$ cat config.mk
export PLATFORM = sky130hd
export DESIGN_NAME = lowbat_gain_ctrl
export DESIGN_NICKNAME = d
export VERILOG_FILES = /design/src/rtl/lbg_pkg.sv /design/src/rtl/lbg_period_cnt.sv /design/src/rtl/lbg_inst_loop.sv /design/src/rtl/lbg_avg_loop.sv /design/src/rtl/lowbat_gain_ctrl.sv
export SDC_FILE = /design/constraint.sdc
export NUM_CORES = 1
export LEC_CHECK = 0
export ABC_CLOCK_PERIOD_IN_PS = 6990
export BUFFER_PORTS_ARGS = -buffer_cell sky130_fd_sc_hd__buf_2
export CAP_MARGIN = 30
export CORE_UTILIZATION = 52
export CTS_CLUSTER_DIAMETER = 200
export DETAILED_ROUTE_END_ITERATION = 12
export PLACE_DENSITY = 0.79
export SLEW_MARGIN = 20
export SYNTH_ARGS = -nofsm -noshare
export SYNTH_HDL_FRONTEND = slang
export SYNTH_SLANG_ARGS = --single-unit
$ cat constraint.sdc
create_clock -name clk_i -period 6.99 [get_ports clk_i]
set_clock_uncertainty 0.15 [all_clocks]
set_input_delay 1.0485 -clock clk_i [delete_from_list [all_inputs] [get_ports clk_i]]
set_output_delay 1.0485 -clock clk_i [all_outputs]
set_load 0.01 [all_outputs]
$ cat src/rtl/lbg_pkg.sv
package lbg_pkg;

  typedef enum logic [1:0] {
    BAND_MID = 2'd0,
    BAND_LO  = 2'd1,
    BAND_HI  = 2'd2
  } avg_band_e;

  function automatic avg_band_e band_of(input logic gt_lo, input logic gt_hi);
    if (!gt_lo)     return BAND_LO;
    else if (gt_hi) return BAND_HI;
    else            return BAND_MID;
  endfunction

endpackage

$ cat src/rtl/lbg_period_cnt.sv
module lbg_period_cnt #(
  parameter int unsigned PERIOD = 10
) (
  input  logic clk_i,
  input  logic rst_ni,
  input  logic clr_i,
  input  logic tick_i,
  output logic done_o
);
  localparam int unsigned CW = (PERIOD > 1) ? $clog2(PERIOD) : 1;

  logic [CW-1:0] cnt_q;
  logic          last;

  assign last   = (cnt_q == CW'(PERIOD - 1));
  assign done_o = tick_i && !clr_i && last;

  always_ff @(posedge clk_i or negedge rst_ni) begin
    if (!rst_ni)     cnt_q <= '0;
    else if (clr_i)  cnt_q <= '0;
    else if (tick_i) cnt_q <= last ? '0 : cnt_q + 1'b1;
  end
endmodule

$ cat src/rtl/lbg_inst_loop.sv
module lbg_inst_loop #(
  parameter int unsigned INST_MAX   = 2,
  parameter int unsigned HOLD_TICKS = 30,
  parameter int unsigned WIN_TICKS  = 30,
  localparam int unsigned IW = $clog2(INST_MAX + 1)
) (
  input  logic          clk_i,
  input  logic          rst_ni,
  input  logic          tick_i,
  input  logic          avg_ok_i,
  input  logic          lo_i,
  input  logic          mid_i,
  input  logic          hi_i,
  output logic [IW-1:0] cnt_o
);
  logic [IW-1:0] cnt_q;
  logic          hold_q, hold_done, dip;
  logic [1:0]    win_ok, win_done;

  assign dip    = avg_ok_i && !lo_i && !hold_q && (cnt_q < IW'(INST_MAX));
  assign win_ok = {hi_i, mid_i};

  lbg_period_cnt #(.PERIOD(HOLD_TICKS)) u_hold (
    .clk_i, .rst_ni, .clr_i(!hold_q), .tick_i, .done_o(hold_done)
  );

  // [0]: partial recovery window, [1]: full recovery window
  for (genvar g = 0; g < 2; g++) begin : g_win
    lbg_period_cnt #(.PERIOD(WIN_TICKS)) u_win (
      .clk_i, .rst_ni,
      .clr_i (hold_q || (cnt_q == '0) || !win_ok[g]),
      .tick_i,
      .done_o(win_done[g])
    );
  end

  always_ff @(posedge clk_i or negedge rst_ni) begin
    if (!rst_ni) begin
      cnt_q  <= '0;
      hold_q <= 1'b0;
    end else if (dip) begin
      cnt_q  <= cnt_q + 1'b1;
      hold_q <= 1'b1;
    end else begin
      if (hold_done) hold_q <= 1'b0;
      if (win_done[1])                              cnt_q <= '0;
      else if (win_done[0] && cnt_q == IW'(INST_MAX)) cnt_q <= cnt_q - 1'b1;
    end
  end

  assign cnt_o = cnt_q;
endmodule

$ cat src/rtl/lbg_avg_loop.sv
module lbg_avg_loop
  import lbg_pkg::*;
#(
  parameter int unsigned AVG_MAX   = 18,
  parameter int unsigned AVG_TICKS = 10,
  localparam int unsigned AW = $clog2(AVG_MAX + 1)
) (
  input  logic          clk_i,
  input  logic          rst_ni,
  input  logic          tick_i,
  input  logic          gt_lo_i,
  input  logic          gt_hi_i,
  output logic [AW-1:0] cnt_o,
  output logic          mute_o
);
  avg_band_e     band_d, band_q;
  logic [AW-1:0] cnt_q;
  logic          mute_q, clr, done, unmute;

  assign band_d = band_of(gt_lo_i, gt_hi_i);
  assign unmute = mute_q && (band_d == BAND_HI);
  assign clr    = (band_d != band_q) || (band_d == BAND_MID) || unmute;

  lbg_period_cnt #(.PERIOD(AVG_TICKS)) u_ramp (
    .clk_i, .rst_ni, .clr_i(clr), .tick_i, .done_o(done)
  );

  always_ff @(posedge clk_i or negedge rst_ni) begin
    if (!rst_ni) begin
      band_q <= BAND_MID;
      cnt_q  <= '0;
      mute_q <= 1'b0;
    end else begin
      band_q <= band_d;
      if (unmute) begin
        mute_q <= 1'b0;
      end else if (done) begin
        if (band_d == BAND_LO && cnt_q < AW'(AVG_MAX)) begin
          cnt_q <= cnt_q + 1'b1;
          if (cnt_q == AW'(AVG_MAX - 1)) mute_q <= 1'b1;
        end else if (band_d == BAND_HI && cnt_q != '0) begin
          cnt_q <= cnt_q - 1'b1;
        end
      end
    end
  end

  assign cnt_o  = cnt_q;
  assign mute_o = mute_q;
endmodule

$ cat src/rtl/lowbat_gain_ctrl.sv
module lowbat_gain_ctrl #(
  parameter int unsigned INST_STEP_DB = 3,
  parameter int unsigned INST_MAX     = 2,
  parameter int unsigned AVG_MAX      = 18,
  parameter int unsigned HOLD_TICKS   = 30,
  parameter int unsigned WIN_TICKS    = 30,
  parameter int unsigned AVG_TICKS    = 10,
  localparam int unsigned ATTEN_W = $clog2(INST_STEP_DB * INST_MAX + AVG_MAX + 1)
) (
  input  logic               clk_i,
  input  logic               rst_ni,
  input  logic               tick_i,
  input  logic               inst_gt_lo_i,
  input  logic               inst_gt_mid_i,
  input  logic               inst_gt_hi_i,
  input  logic               avg_gt_lo_i,
  input  logic               avg_gt_hi_i,
  output logic [ATTEN_W-1:0] atten_db_o,
  output logic               mute_o
);
  localparam int unsigned IW = $clog2(INST_MAX + 1);
  localparam int unsigned AW = $clog2(AVG_MAX + 1);

  logic [IW-1:0] inst_cnt;
  logic [AW-1:0] avg_cnt;

  lbg_inst_loop #(
    .INST_MAX(INST_MAX), .HOLD_TICKS(HOLD_TICKS), .WIN_TICKS(WIN_TICKS)
  ) u_inst (
    .clk_i, .rst_ni, .tick_i,
    .avg_ok_i(avg_gt_lo_i),
    .lo_i    (inst_gt_lo_i),
    .mid_i   (inst_gt_mid_i),
    .hi_i    (inst_gt_hi_i),
    .cnt_o   (inst_cnt)
  );

  lbg_avg_loop #(.AVG_MAX(AVG_MAX), .AVG_TICKS(AVG_TICKS)) u_avg (
    .clk_i, .rst_ni, .tick_i,
    .gt_lo_i(avg_gt_lo_i),
    .gt_hi_i(avg_gt_hi_i),
    .cnt_o  (avg_cnt),
    .mute_o (mute_o)
  );

  assign atten_db_o = ATTEN_W'(inst_cnt) * ATTEN_W'(INST_STEP_DB) + ATTEN_W'(avg_cnt);
endmodule

Word-level counts from Yosys, hierarchy flattened
Index checks and enable logic that the tools add are counted.
W data, S select, Z words.

cells by class
  equality and inequality tests = 10
  bitwise gates (word level) = 1
  $add $sub $neg = 9
  magnitude comparators = 2
  reductions and logical operators = 41
  muxes and demuxes = 25
  multipliers = 1

operator list
  kind                   number
  $mux W5                11
  $add A5 B1 Y5 const B  4
  $eq A5 B5 Y1 const B   4
  $reduce_bool A2 Y1     8
  $logic_and A1 B1 Y1    15
  $mux W4                3
  $mux W2                5
  $logic_not A1 Y1       7
  $mux W1                6
  $reduce_and A3 Y1      2
  $add A4 B5 Y5          1
  $logic_or A1 B1 Y1     5
  $lt A5 B5 Y1 const B   1
  $reduce_bool A5 Y1     1
  $sub A5 B1 Y5 const B  1
  $add A4 B1 Y4 const B  1
  $eq A2 B2 Y1 const B   2
  $eq A4 B4 Y1 const B   1
  $logic_not A2 Y1       2
  $mul A2 B2 Y4 const B  1
  $reduce_bool A3 Y1     1
  $add A2 B1 Y2 const B  1
  $eq A2 B1 Y1 const B   1
  $lt A2 B2 Y1 const B   1
  4 further kinds        4

storage, ports and cells
  register bits = 30
  input port bits = 8

Depth between registers and ports, before layout
Gate-level depths: netlist of the first run.

  depth after elaboration = 10
  depth in mapped cells = 9
  depth with buffers taken out = 9

Cells and area by module
A second synthesis of the first run with hierarchy kept.

unflattened totals
  cell total of the unflattened synthesis = 206
  area, all modules = 2018.2 sq um

by module, submodules not included
  module                                       cells each  area an instance (sq um)  times used
  lbg_period_cnt at u_inst.g_win[0].u_win ...  31          290.3                     3
  lbg_avg_loop                                 48          533.0                     1
  lbg_period_cnt at u_avg.u_ramp               25          246.5                     1
  lbg_inst_loop                                21          201.4                     1
  lowbat_gain_ctrl                             19          166.4                     1

Worst setup path after synthesis of the first run
No wires, ideal clock.

  kind = flip-flop to output port
  start = register u_inst.cnt_q[1], in the netlist u_inst.cnt_o[1]
  end = output port atten_db_o[3]
  buffers on the path = 0
  path slack = 3.999 ns
  cell stages (with the launch flop) = 8
  data required time = 5.792 ns
  arrival = 1.792 ns
  cell sequence = dfrtp_1 > inv_1 > fa_1 > inv_1 > ha_1 > inv_1 > fa_1 > xnor2_1

on the way
  longest elaborated chain between the ends = 2

RTL lines
  what                    RTL line                source
  start, declared         lbg_inst_loop.sv:16     logic [IW-1:0] cnt_q;
  start signal, assigned  lbg_inst_loop.sv:42     cnt_q <= cnt_q + 1'b1;
  start signal, assigned  lbg_inst_loop.sv:47     else if (win_done[0] && cnt_q == IW'(INST_MAX)) cnt_q <= cnt_q - 1'b1;
  $mul A2 B2 Y4           lowbat_gain_ctrl.sv:46  assign atten_db_o = ATTEN_W'(inst_cnt) * ATTEN_W'(INST_STEP_DB) + ATTEN_W'(avg_cnt);
  $add A4 B5 Y5           lowbat_gain_ctrl.sv:46
  end, declared           lowbat_gain_ctrl.sv:18  output logic [ATTEN_W-1:0] atten_db_o,

No other way between the ends.

Final worst setup path of the first run
Same ends and word-level chain as after synthesis.

==> impl_metrics.csv, run 1 <==
group,metric,value,unit
grt,use_met3,5.80,%
clocking,postCtsSetupRepairBufs,0,
yosys,syn_avg_cell_area,9.58,µm²
power_and_ir_drop,vdd_ir_drop_max,218,µV
clocking,cts.sinks,30,
route,wl,3.25,mm
grt,antenna_found_initial,0,
yosys,synth_area,1870,µm²
timing,period_minus_slack,3.52,ns
die,die_area,3840,µm²
route,viasPerCell,5.40,
yosys,synth_cell_type_count,35,
placement,place_inst,253,
run_status,status,"complete, no violations",
power_and_ir_drop,power.density,226,nW/µm²
die,ios,14,
clocking,clock_path_buffers,2,
route,dr_total_vias,1410,
clocking,ctsHoldBuffers,0,
timing,fin_ws,3.47,ns
setup_path,path_max_fanout,6,
die,core,3390,µm²
final_layout,syn2layout_area_growth,10.4,%
timing,relSlewSlack,54.9,%
setup_path,path_cells,"inv_1 > fa_1 > inv_1 > ha_1 > inv_1 > fa_1 > xnor2_1 > buf_2",
clocking,htreeDepth,2,
yosys,synthFlopType,"dfrtp_1",
yosys,syn-num-nets,224,
clocking,clock_latency,0.33,ns
timing,rsz0062_at_grt,"false",
grt,met1_usage,26.0,%
final_layout,antenna_cells,0,
grt,grt_pass1_wl,5.40,mm
grt,grt_use_met2,30.7,%
clocking,numCtsBuffers,5,
setup_path,max_stage_delay,0.46,ns
timing,report.final.setup_viol,0,
yosys,yosysSeqAreaShare,40.2,%
timing,hold_viol_final,0,
route,postRouteAntennaNets,0,
yosys,synth_cells,195,
clocking,cts_tree,"yes",
timing,max_clock_freq,284,MHz
grt,busiest_layer,"met2",
final_layout,stdcell_area,2060,µm²
route,dr.pass1.iters,4,
grt,grt-ovfl-total,0,
route,post_drt_wl_per_cell,12.4,µm
power_and_ir_drop,leakage,0.982,nW
setup_path,crit_type,"flop to primary output",
final_layout,fin_cells,261,
placement,dp_hpwl,2.44,mm
setup_path,cp.required,5.79,ns
grt,grt_max_degree,31,
yosys,yosys_warnings,0,
die,initial_core_util,55.1,%
setup_path,crit_top_cell,"inv_1",
final_layout,post-route-util,60.9,%
timing,slew_violations,0,
grt,grtUsageTotal,19.9,%
hold_path,hold_path_class,"flop to flop",
clocking,clk_pin_slew_worst_paths,0.10,ns
setup_path,crit_path_start_kind,"flop",
setup_path,end_kind,"primary output",
die,fp.dieH,61.9,µm
route,drt-initial-drc-count,69,
yosys,synthArstFlopShare,100,%
final_layout,num-nets-final,243,
clocking,clock-root-buffer,"clkbuf_4",
die,rows,21,
timing,finalCritPeriodShare,50.4,%
placement,place_area,1990,µm²
setup_path,cp.arrival,2.32,ns
die,die_w,61.9,µm
placement,gp_congestion,0.781,
clocking,cts.repair.resized,0,
timing,fin_setup_tns,0,ns
yosys,synth-edff-count,0,
grt,grt_pass1_vias,1211,
final_layout,drive_gt1_share,12.6,%
placement,pre_cts_ws,3.85,ns
setup_path,crit_slowest_cell,"dfrtp_1",
timing,worstMarginPinSlew,0.677,ns
yosys,synth-seq-cells,30,
route,route.detailed.drc,0,
placement,io_buffers,13,
run,cap_violations,0,
## worst max-delay path: cells and delay by family (launching register included)
kind,cells,cell delay [ns]
buffers and inverters,4,0.38
adder cells (fa/ha/maj),3,0.99
flip-flops,1,0.46
XOR/XNOR,1,0.16
## synthesized netlist by cell type, drive strengths merged, types with 2 or more instances
master / instances / area (µm²)
fa: 3 / 60.1
nand2: 20 / 75.1
xor2: 4 / 35.0
and4: 2 / 17.5
o21ai: 24 / 120
a21o: 3 / 22.5
a21oi: 9 / 48.8
nor3b: 3 / 27.5
nor2: 10 / 40.0
dfrtp: 30 / 751
ha: 18 / 225
nor2b: 5 / 31.3
inv: 18 / 67.6
o31ai: 4 / 30.0
nand3: 11 / 55.1
xnor2: 5 / 43.8
nor3: 4 / 20.0
nand4: 6 / 37.5
and2: 3 / 18.8
## layout make-up
class | count | area, µm²
clock buffers | 5 | 37.5
clock inverters | 3 | 40.0
fillers | 289 | 1330
inverters | 18 | 67.6
multi-input cells | 146 | 1040
flip-flops and latches | 30 | 751
well taps | 46 | 57.6
repair buffers | 13 | 65.1
## metal layers
metal	vias up	routed length, µm
met5	-	0
met4	0	59
met3	6	98
met2	12	1500
met1	661	1590
li1	731	-
## cell usage in the layout, fill, tap and decap left out, drive strengths merged, types with 5 or more instances in the layout
cell type	instances
a21oi	9
o21ai	24
inv	18
nand3	11
nor2	10
nand4	6
ha	18
buf	13
nand2	20
clkbuf	5
xnor2	5
nor2b	5
dfrtp	30
## registers in the layout, summed over array words and instances (netlist names)
| register | flops |
|---|---|
| u_inst.g_win.u_win.cnt_q | 10 |
| u_avg.cnt_o | 5 |
| u_inst.u_hold.cnt_q | 5 |
| u_avg.u_ramp.cnt_q | 4 |
| u_avg.band_q | 2 |
| u_inst.cnt_o | 2 |
| u_avg.mute_o | 1 |
| u_inst.hold_q | 1 |
## kinds of logic after synthesis
family | after synthesis | synth area share [%]
mux | 1 | 0.804
simple gates | 70 | 20.6
buf+inv | 19 | 3.88
xor+xnor | 9 | 4.22
compound gates | 45 | 15.0
flops | 30 | 40.2
fa+ha+maj | 21 | 15.3
## worst paths after layout
kind / from / endpoint / slack, ns / cells after the start
worst max-delay path: u_inst.cnt_o[1] / atten_db_o[3] / 3.47 / 8
worst min-delay path: u_inst.u_hold.cnt_q[4] / u_inst.u_hold.cnt_q[4] / 0.34 / 1
worst max register to register: u_avg.cnt_o[3] / u_avg.cnt_o[4] / 4.33 / 9
worst min register to register: u_inst.u_hold.cnt_q[4] / u_inst.u_hold.cnt_q[4] / 0.34 / 1
max in group asynchronous: rst_ni / u_inst.g_win[0].u_win.cnt_q[4] / 5.66 / 1
min in group asynchronous: rst_ni / u_inst.u_hold.cnt_q[4] / 0.60 / 1
## through the flow
step / power, mW / hold slack (ns)
floorplan: 0.295 / 0.295
global placement: 0.330 / 0.321
detailed placement: 0.336 / 0.324
CTS: 0.474 / 0.344
global route: 0.501 / 0.375
finish: 0.466 / 0.342
## report_power, final
part | switching (mW) | total [mW] | internal [mW]
logic | 0.0674 | 0.115 | 0.0476
clock network | 0.0613 | 0.135 | 0.0740
registers | 0.0238 | 0.215 | 0.191
total | 0.153 | 0.466 | 0.313
No activity file was read; power rests on OpenSTA's default activity.
==> inputs of run 2 (changes only) <==
--- a/config.mk
+++ b/config.mk
@@ -5,13 +5,13 @@
 export SDC_FILE = /design/constraint.sdc
 export NUM_CORES = 1
 export LEC_CHECK = 0
-export ABC_CLOCK_PERIOD_IN_PS = 6990
+export ABC_CLOCK_PERIOD_IN_PS = 3100
 export BUFFER_PORTS_ARGS = -buffer_cell sky130_fd_sc_hd__buf_2
 export CAP_MARGIN = 30
 export CORE_UTILIZATION = 52
 export CTS_CLUSTER_DIAMETER = 200
 export DETAILED_ROUTE_END_ITERATION = 12
-export PLACE_DENSITY = 0.79
+export PLACE_DENSITY = 0.82
 export SLEW_MARGIN = 20
 export SYNTH_ARGS = -nofsm -noshare
 export SYNTH_HDL_FRONTEND = slang
==> constraint.sdc (replaced) <==
create_clock -name clk_i -period 3.1 [get_ports clk_i]
set_clock_uncertainty 0.15 [all_clocks]
set_input_delay 0.465 -clock clk_i [delete_from_list [all_inputs] [get_ports clk_i]]
set_output_delay 0.465 -clock clk_i [all_outputs]
set_load 0.01 [all_outputs]
==> run 2 against run 1 <==
  * The flow now finishes with violations (negative hold slack)
  * Sequential cell count stayed put
  * Routed wire length is 2.3% higher
  * Non-clock buffer count stayed put
  * Critical path depth stayed put
  * Critical path type unchanged
  * Via count is 1.4% higher
  * Sequential share of layout area is 0.58 points higher
  * Sequential power is 130% higher
  * Worst setup slack worse by 3.3 ns
  * Total power is 110% higher
  * Register-to-register slack worse by 3.9 ns
  * Core utilization is 0.96 points lower
==> impl_metrics.csv, run 2 (synthesized netlist as in run 1, its figures left out) <==
group,metric,value,unit
route,dr_total_vias,1430,
setup_path,crit_path_start_kind,"flop",
die,core,3390,µm²
route,drt-initial-drc-count,104,
grt,grt_pass1_wl,5.64,mm
timing,worstMarginPinSlew,0.651,ns
timing,report.final.setup_viol,0,
grt,grtUsageTotal,20.8,%
timing,rsz0062_at_grt,"false",
clocking,clock_path_buffers,2,
die,die_w,61.9,µm
final_layout,largest_reg_flops,10,
placement,gp_congestion,0.794,
clocking,cts.repair.resized,0,
timing,hold_viol_final,3,
power_and_ir_drop,vdd_ir_drop_max,258,µV
setup_path,crit_type,"flop to primary output",
clocking,clock-root-buffer,"clkbuf_4",
run,cap_violations,0,
grt,grt_pass1_vias,1285,
timing,whs,-0.00326,ns
die,fp.dieH,61.9,µm
power_and_ir_drop,leakage,0.963,nW
route,postRouteAntennaNets,0,
setup_path,path_max_fanout,4,
setup_path,timing.rr.start,"u_avg.cnt_o[3]",
clocking,clock_latency,0.33,ns
final_layout,seq_area,751,µm²
timing,finalCritPeriodShare,94.7,%
run_status,status,"finished, violations left",
power_and_ir_drop,power.density,473,nW/µm²
timing,relSlewSlack,56.6,%
placement,dp_hpwl,2.43,mm
route,wl,3.32,mm
clocking,htreeDepth,2,
route,dr.pass1.iters,4,
setup_path,end_kind,"primary output",
die,rows,21,
timing,period_minus_slack,2.94,ns
clocking,ctsHoldBuffers,0,
clocking,cts_tree,"yes",
die,initial_core_util,55.1,%
die,die_area,3840,µm²
grt,antenna_found_initial,0,
die,ios,14,
final_layout,top_register,"u_inst.g_win.u_win.cnt_q",
placement,io_buffers,13,
route,post_drt_wl_per_cell,12.8,µm
final_layout,drive_gt1_share,11.2,%
grt,grt-ovfl-total,0,
timing,max_clock_freq,341,MHz
setup_path,cp.required,2.48,ns
final_layout,final_common_cell,"dfrtp_1",
run_status,violations,"negative hold slack",
final_layout,syn2layout_area_growth,8.71,%
final_layout,num-nets-final,243,
final_layout,post-route-util,59.9,%
timing,fin_setup_tns,0,ns
clocking,cts.sinks,30,
final_layout,multi_input_area,1040,µm²
setup_path,crit_start,"u_inst.cnt_o[0]",
clocking,postCtsSetupRepairBufs,0,
route,route.detailed.drc,0,
final_layout,antenna_cells,0,
grt,grt_max_degree,31,
hold_path,hold_path_class,"input port to async pin",
clocking,clk_pin_slew_worst_paths,0.09,ns
clocking,numCtsBuffers,5,
timing,slew_violations,0,
final_layout,final_cell_mix,"30 x dfrtp_1, 24 x o21ai_0, 20 x nand2_1, 18 x inv_1, 18 x ha_1",
route,viasPerCell,5.50,
final_layout,nFillCells,286,
setup_path,cp.arrival,2.32,ns
==> run 2: cell types whose count changed in the layout (fill, tap and decap cells not counted), sizes merged <==
| cell | change |
|---|---|
| clkbuf | +2 |
| clkinv | -2 |
| bufinv | -1 |
==> run 2: per-layer routing <==
layer	vias to the layer above	global-route usage, %	part of all wire (%)
met3	8	4.35	3.6
met5	-	0	0
met2	31	30.9	45
met4	0	11.4	2.5
met1	666	28.4	49
li1	725	-	-
==> run 2: final cells by class <==
cell class	count	area share (%)
multi-input combinational	146	51.4
sequential	30	37.0
inverter	18	3.33
timing repair buffer	13	3.20
tap	46	2.83
clock buffer	7	2.22
==> run 2: worst paths after layout <==
kind	end	slack (ns)	cells after the start
min reg2reg	u_inst.g_win[1].u_win.cnt_q[4]	0.35	1
min in group clk_i	u_avg.band_q[0]	0.22	2
max in group asynchronous	u_inst.hold_q	2.38	1
max	atten_db_o[4]	0.16	8
min	u_inst.g_win[1].u_win.cnt_q[3]	-0.003	1
max reg2reg	u_avg.cnt_o[4]	0.48	9
==> run 2: where the power goes <==
part / leakage [nW] / switching (mW) / internal, mW
combinational: 0.533 / 0.153 / 0.106
sequential: 0.404 / 0.0545 / 0.431
clock: 0.0254 / 0.130 / 0.0853
total: 0.963 / 0.337 / 0.623
==> run 2: worst max-delay path, stage by stage (launching register included) <==
cell and delay, ns:
dfrtp_1 0.42, inv_1 0.11, fa_1 0.48, inv_1 0.09, ha_1 0.23, a21o_1 0.18, a21oi_1 0.20, xnor2_1 0.14
buf_2 0.14
==> run 2: stage by stage <==
stage | worst slack (ns) | power (mW) | cells | hold WS (ns) | instance area [µm²]
after floorplan | 0.616 | 0.665 | 195 | 0.0194 | 1870
after global placement | 0.527 | 0.740 | 253 | 0.324 | 1990
after detailed placement | 0.488 | 0.755 | 253 | 0.333 | 1990
after CTS | 0.139 | 0.972 | 260 | 0.0183 | 2030
after global routing | 0.00534 | 1.04 | 260 | 0.0509 | 2030
final | 0.164 | 0.960 | 260 | -0.00326 | 2030
==> inputs of run 3 (changes only) <==
--- a/config.mk
+++ b/config.mk
@@ -5,6 +5,7 @@
 export SDC_FILE = /design/constraint.sdc
 export NUM_CORES = 1
 export LEC_CHECK = 0
+export ABC_AREA = 1
 export ABC_CLOCK_PERIOD_IN_PS = 3100
 export BUFFER_PORTS_ARGS = -buffer_cell sky130_fd_sc_hd__buf_2
 export CAP_MARGIN = 30
@@ -15,4 +16,5 @@
 export SLEW_MARGIN = 20
 export SYNTH_ARGS = -nofsm -noshare
 export SYNTH_HDL_FRONTEND = slang
+export SYNTH_HIERARCHICAL = 1
 export SYNTH_SLANG_ARGS = --single-unit
==> run 3 against run 2 <==
  * The run now ends clean
  * Worst hold slack better by 0.070 ns
  * First-iteration DRC count down 38%
  * Cell count up 34%
  * Routed wire length up 13%
  * Largest cell class unchanged
  * Highest routed layer unchanged
==> impl_metrics.csv, run 3 <==
group,metric,value,unit
run_status,status,"complete, no violations",
timing,fin_ws,0.237,ns
timing,hold_viol_final,0,
yosys,syn_avg_cell_area,7.52,µm²
placement,io_buffers,13,
final_layout,antenna_cells,0,
route,post_drt_wl_per_cell,10.7,µm
timing,report.final.setup_viol,0,
final_layout,nFillCells,337,
final_layout,post-route-util,61.6,%
placement,place_inst,341,
yosys,synthTopCellsByArea,"dfrtp_1 36%, nand2_1 16%, ha_1 11%",
setup_path,cp.arrival,2.25,ns
final_layout,fin_cells,349,
setup_path,cp.required,2.48,ns
clocking,cts.sinks,30,
final_layout,num-nets-final,329,
clocking,postCtsSetupRepairBufs,0,
route,wl,3.75,mm
route,route.detailed.drc,0,
grt,grt_max_degree,31,
die,ios,14,
timing,whs,0.0669,ns
final_layout,final_cell_mix,"88 x nand2_1, 50 x inv_1, 30 x dfrtp_1, 26 x nand3_1, 18 x ha_1",
yosys,synth_top_cell_by_area,"dfrtp_1",
yosys,synth_most_common_cell,"nand2_1",
power_and_ir_drop,vdd_ir_drop_max,234,µV
timing,max_clock_freq,349,MHz
setup_path,crit_type,"flop to primary output",
die,initial_core_util,55.8,%
clocking,htreeDepth,2,
hold_path,hold_path_class,"input port to async pin",
grt,antenna_found_initial,0,
clocking,clock-root-buffer,"clkbuf_8",
route,drt-initial-drc-count,64,
timing,fin_setup_tns,0,ns
yosys,yosysSeqAreaShare,35.7,%
die,die_w,65.6,µm
die,fp.dieH,65.6,µm
die,rows,22,
final_layout,drive_gt1_share,15.9,%
placement,pre_cts_ws,0.542,ns
clocking,clock_latency,0.28,ns
final_layout,final_common_cell,"nand2_1",
yosys,synthTopCellsByCount,"88 x nand2_1, 50 x inv_1, 30 x dfrtp_1, 26 x nand3_1, 18 x ha_1",
setup_path,end_kind,"primary output",
final_layout,top_register,"u_inst/g_win.u_win/cnt_q",
yosys,synth_area,2110,µm²
power_and_ir_drop,leakage,1.32,nW
setup_path,crit_path_start_kind,"flop",
yosys,synth_cell_type_count,24,
power_and_ir_drop,power.density,436,nW/µm²
route,dr.pass1.iters,4,
route,viasPerCell,4.87,
yosys,synthFlopType,"dfrtp_1",
timing,rsz0062_at_grt,"false",
clocking,cts.repair.resized,0,
placement,dp_hpwl,2.89,mm
yosys,yosys_warnings,6,
route,dr_total_vias,1699,
clocking,ctsHoldBuffers,0,
grt,grt_pass1_wl,6.71,mm
grt,grt_pass1_vias,1672,
yosys,synth-edff-count,0,
yosys,synthArstFlopShare,100,%
yosys,synth_cells,280,
grt,grtUsageTotal,20.0,%
clocking,cts_tree,"yes",
final_layout,syn2layout_area_growth,10.3,%
yosys,synth_top_area_share,35.7,%
placement,gp_congestion,0.826,
timing,period_minus_slack,2.86,ns
timing,worstMarginPinSlew,0.680,ns
clocking,clock_path_buffers,2,
clocking,numCtsBuffers,5,
grt,grt-ovfl-total,0,
timing,slew_violations,0,
final_layout,largest_reg_flops,10,
timing,finalCritPeriodShare,92.4,%
die,die_area,4310,µm²
setup_path,path_max_fanout,6,
yosys,syn-num-nets,309,
clocking,clk_pin_slew_worst_paths,0.07,ns
timing,relSlewSlack,54.6,%
run,cap_violations,0,
route,postRouteAntennaNets,0,
yosys,synth-seq-cells,30,
die,core,3770,µm²
-- run 3: cell count changes after synthesis, sizes merged, moves of 5 or more --
cell / previous run / this run
o21ai: 24 / 8
nor2: 10 / 21
inv: 18 / 52
a21oi: 9 / 2
o21bai: 0 / 6
nor2b: 5 / 0
nand3: 11 / 26
nand2: 20 / 98
-- run 3: per-stage QoR --
step	total power [mW]	cell area [µm²]
2_1_floorplan	0.635	2110
3_3_place_gp	0.682	2230
3_5_place_dp	0.695	2230
4_1_cts	1.02	2320
5_1_grt	1.08	2320
6_report	1.01	2320
-- run 3: final cells by class --
class,count,area [µm²],area share (%)
clock buffer,7,86.3,3.72
timing repair buffer,13,65.1,2.80
sequential,30,751,32.3
inverter,52,195,8.41
multi-input combinational,198,1160,49.9
tap,48,60.1,2.59
clock inverter,1,5.00,0.216
-- run 3: worst paths after layout --
kind / from / end / slack (ns) / cells after the start
hold / removal: rst_ni / u_inst/g_win[1].u_win/cnt_q[4] / 0.07 / 1
setup reg to reg: u_avg/cnt_o[3] / u_avg/cnt_o[4] / 1.07 / 13
max in group asynchronous: rst_ni / u_avg/cnt_o[3] / 2.29 / 1
setup / recovery: u_inst/cnt_o[1] / atten_db_o[2] / 0.24 / 8
min in group clk_i: avg_gt_hi_i / u_avg/band_q[1] / 0.29 / 3
hold reg to reg: u_inst/u_hold/cnt_q[3] / u_inst/u_hold/cnt_q[3] / 0.38 / 2
-- run 3: logic make-up (layout without fill, tap and decap cells) --
kind of cell	Yosys count	after routing	synth area share, %
and+or+nand+nor	152	152	32.1
buffers and inverters	52	73	9.27
DFF	30	30	35.7
adders and majority gates	21	21	13.5
AOI/OAI and AO/OA	18	18	6.54
xor gates and xnor gates	7	7	2.91
-- run 3: worst max-delay path: stages (launching register included) --
cell and delay (ns):
dfrtp_1 0.47, inv_1 0.10, fa_1 0.51, inv_1 0.04, ha_1 0.19, inv_1 0.07, fa_1 0.40, inv_1 0.06
buf_2 0.12
-- run 3: layer usage --
layer | up-vias | GRT usage (%) | routed length, µm
met3 | 6 | 5.21 | 81
met1 | 776 | 24.3 | 1870
met2 | 13 | 34.4 | 1750
li1 | 904 | - | -
met5 | - | 0 | 0
met4 | 0 | 5.71 | 46
-- run 3: power by group --
group	switching [mW]	leakage (nW)	internal (mW)	total [mW]
Combinational	0.129	0.865	0.0819	0.211
Sequential	0.0433	0.403	0.433	0.476
Clock	0.147	0.0482	0.179	0.326
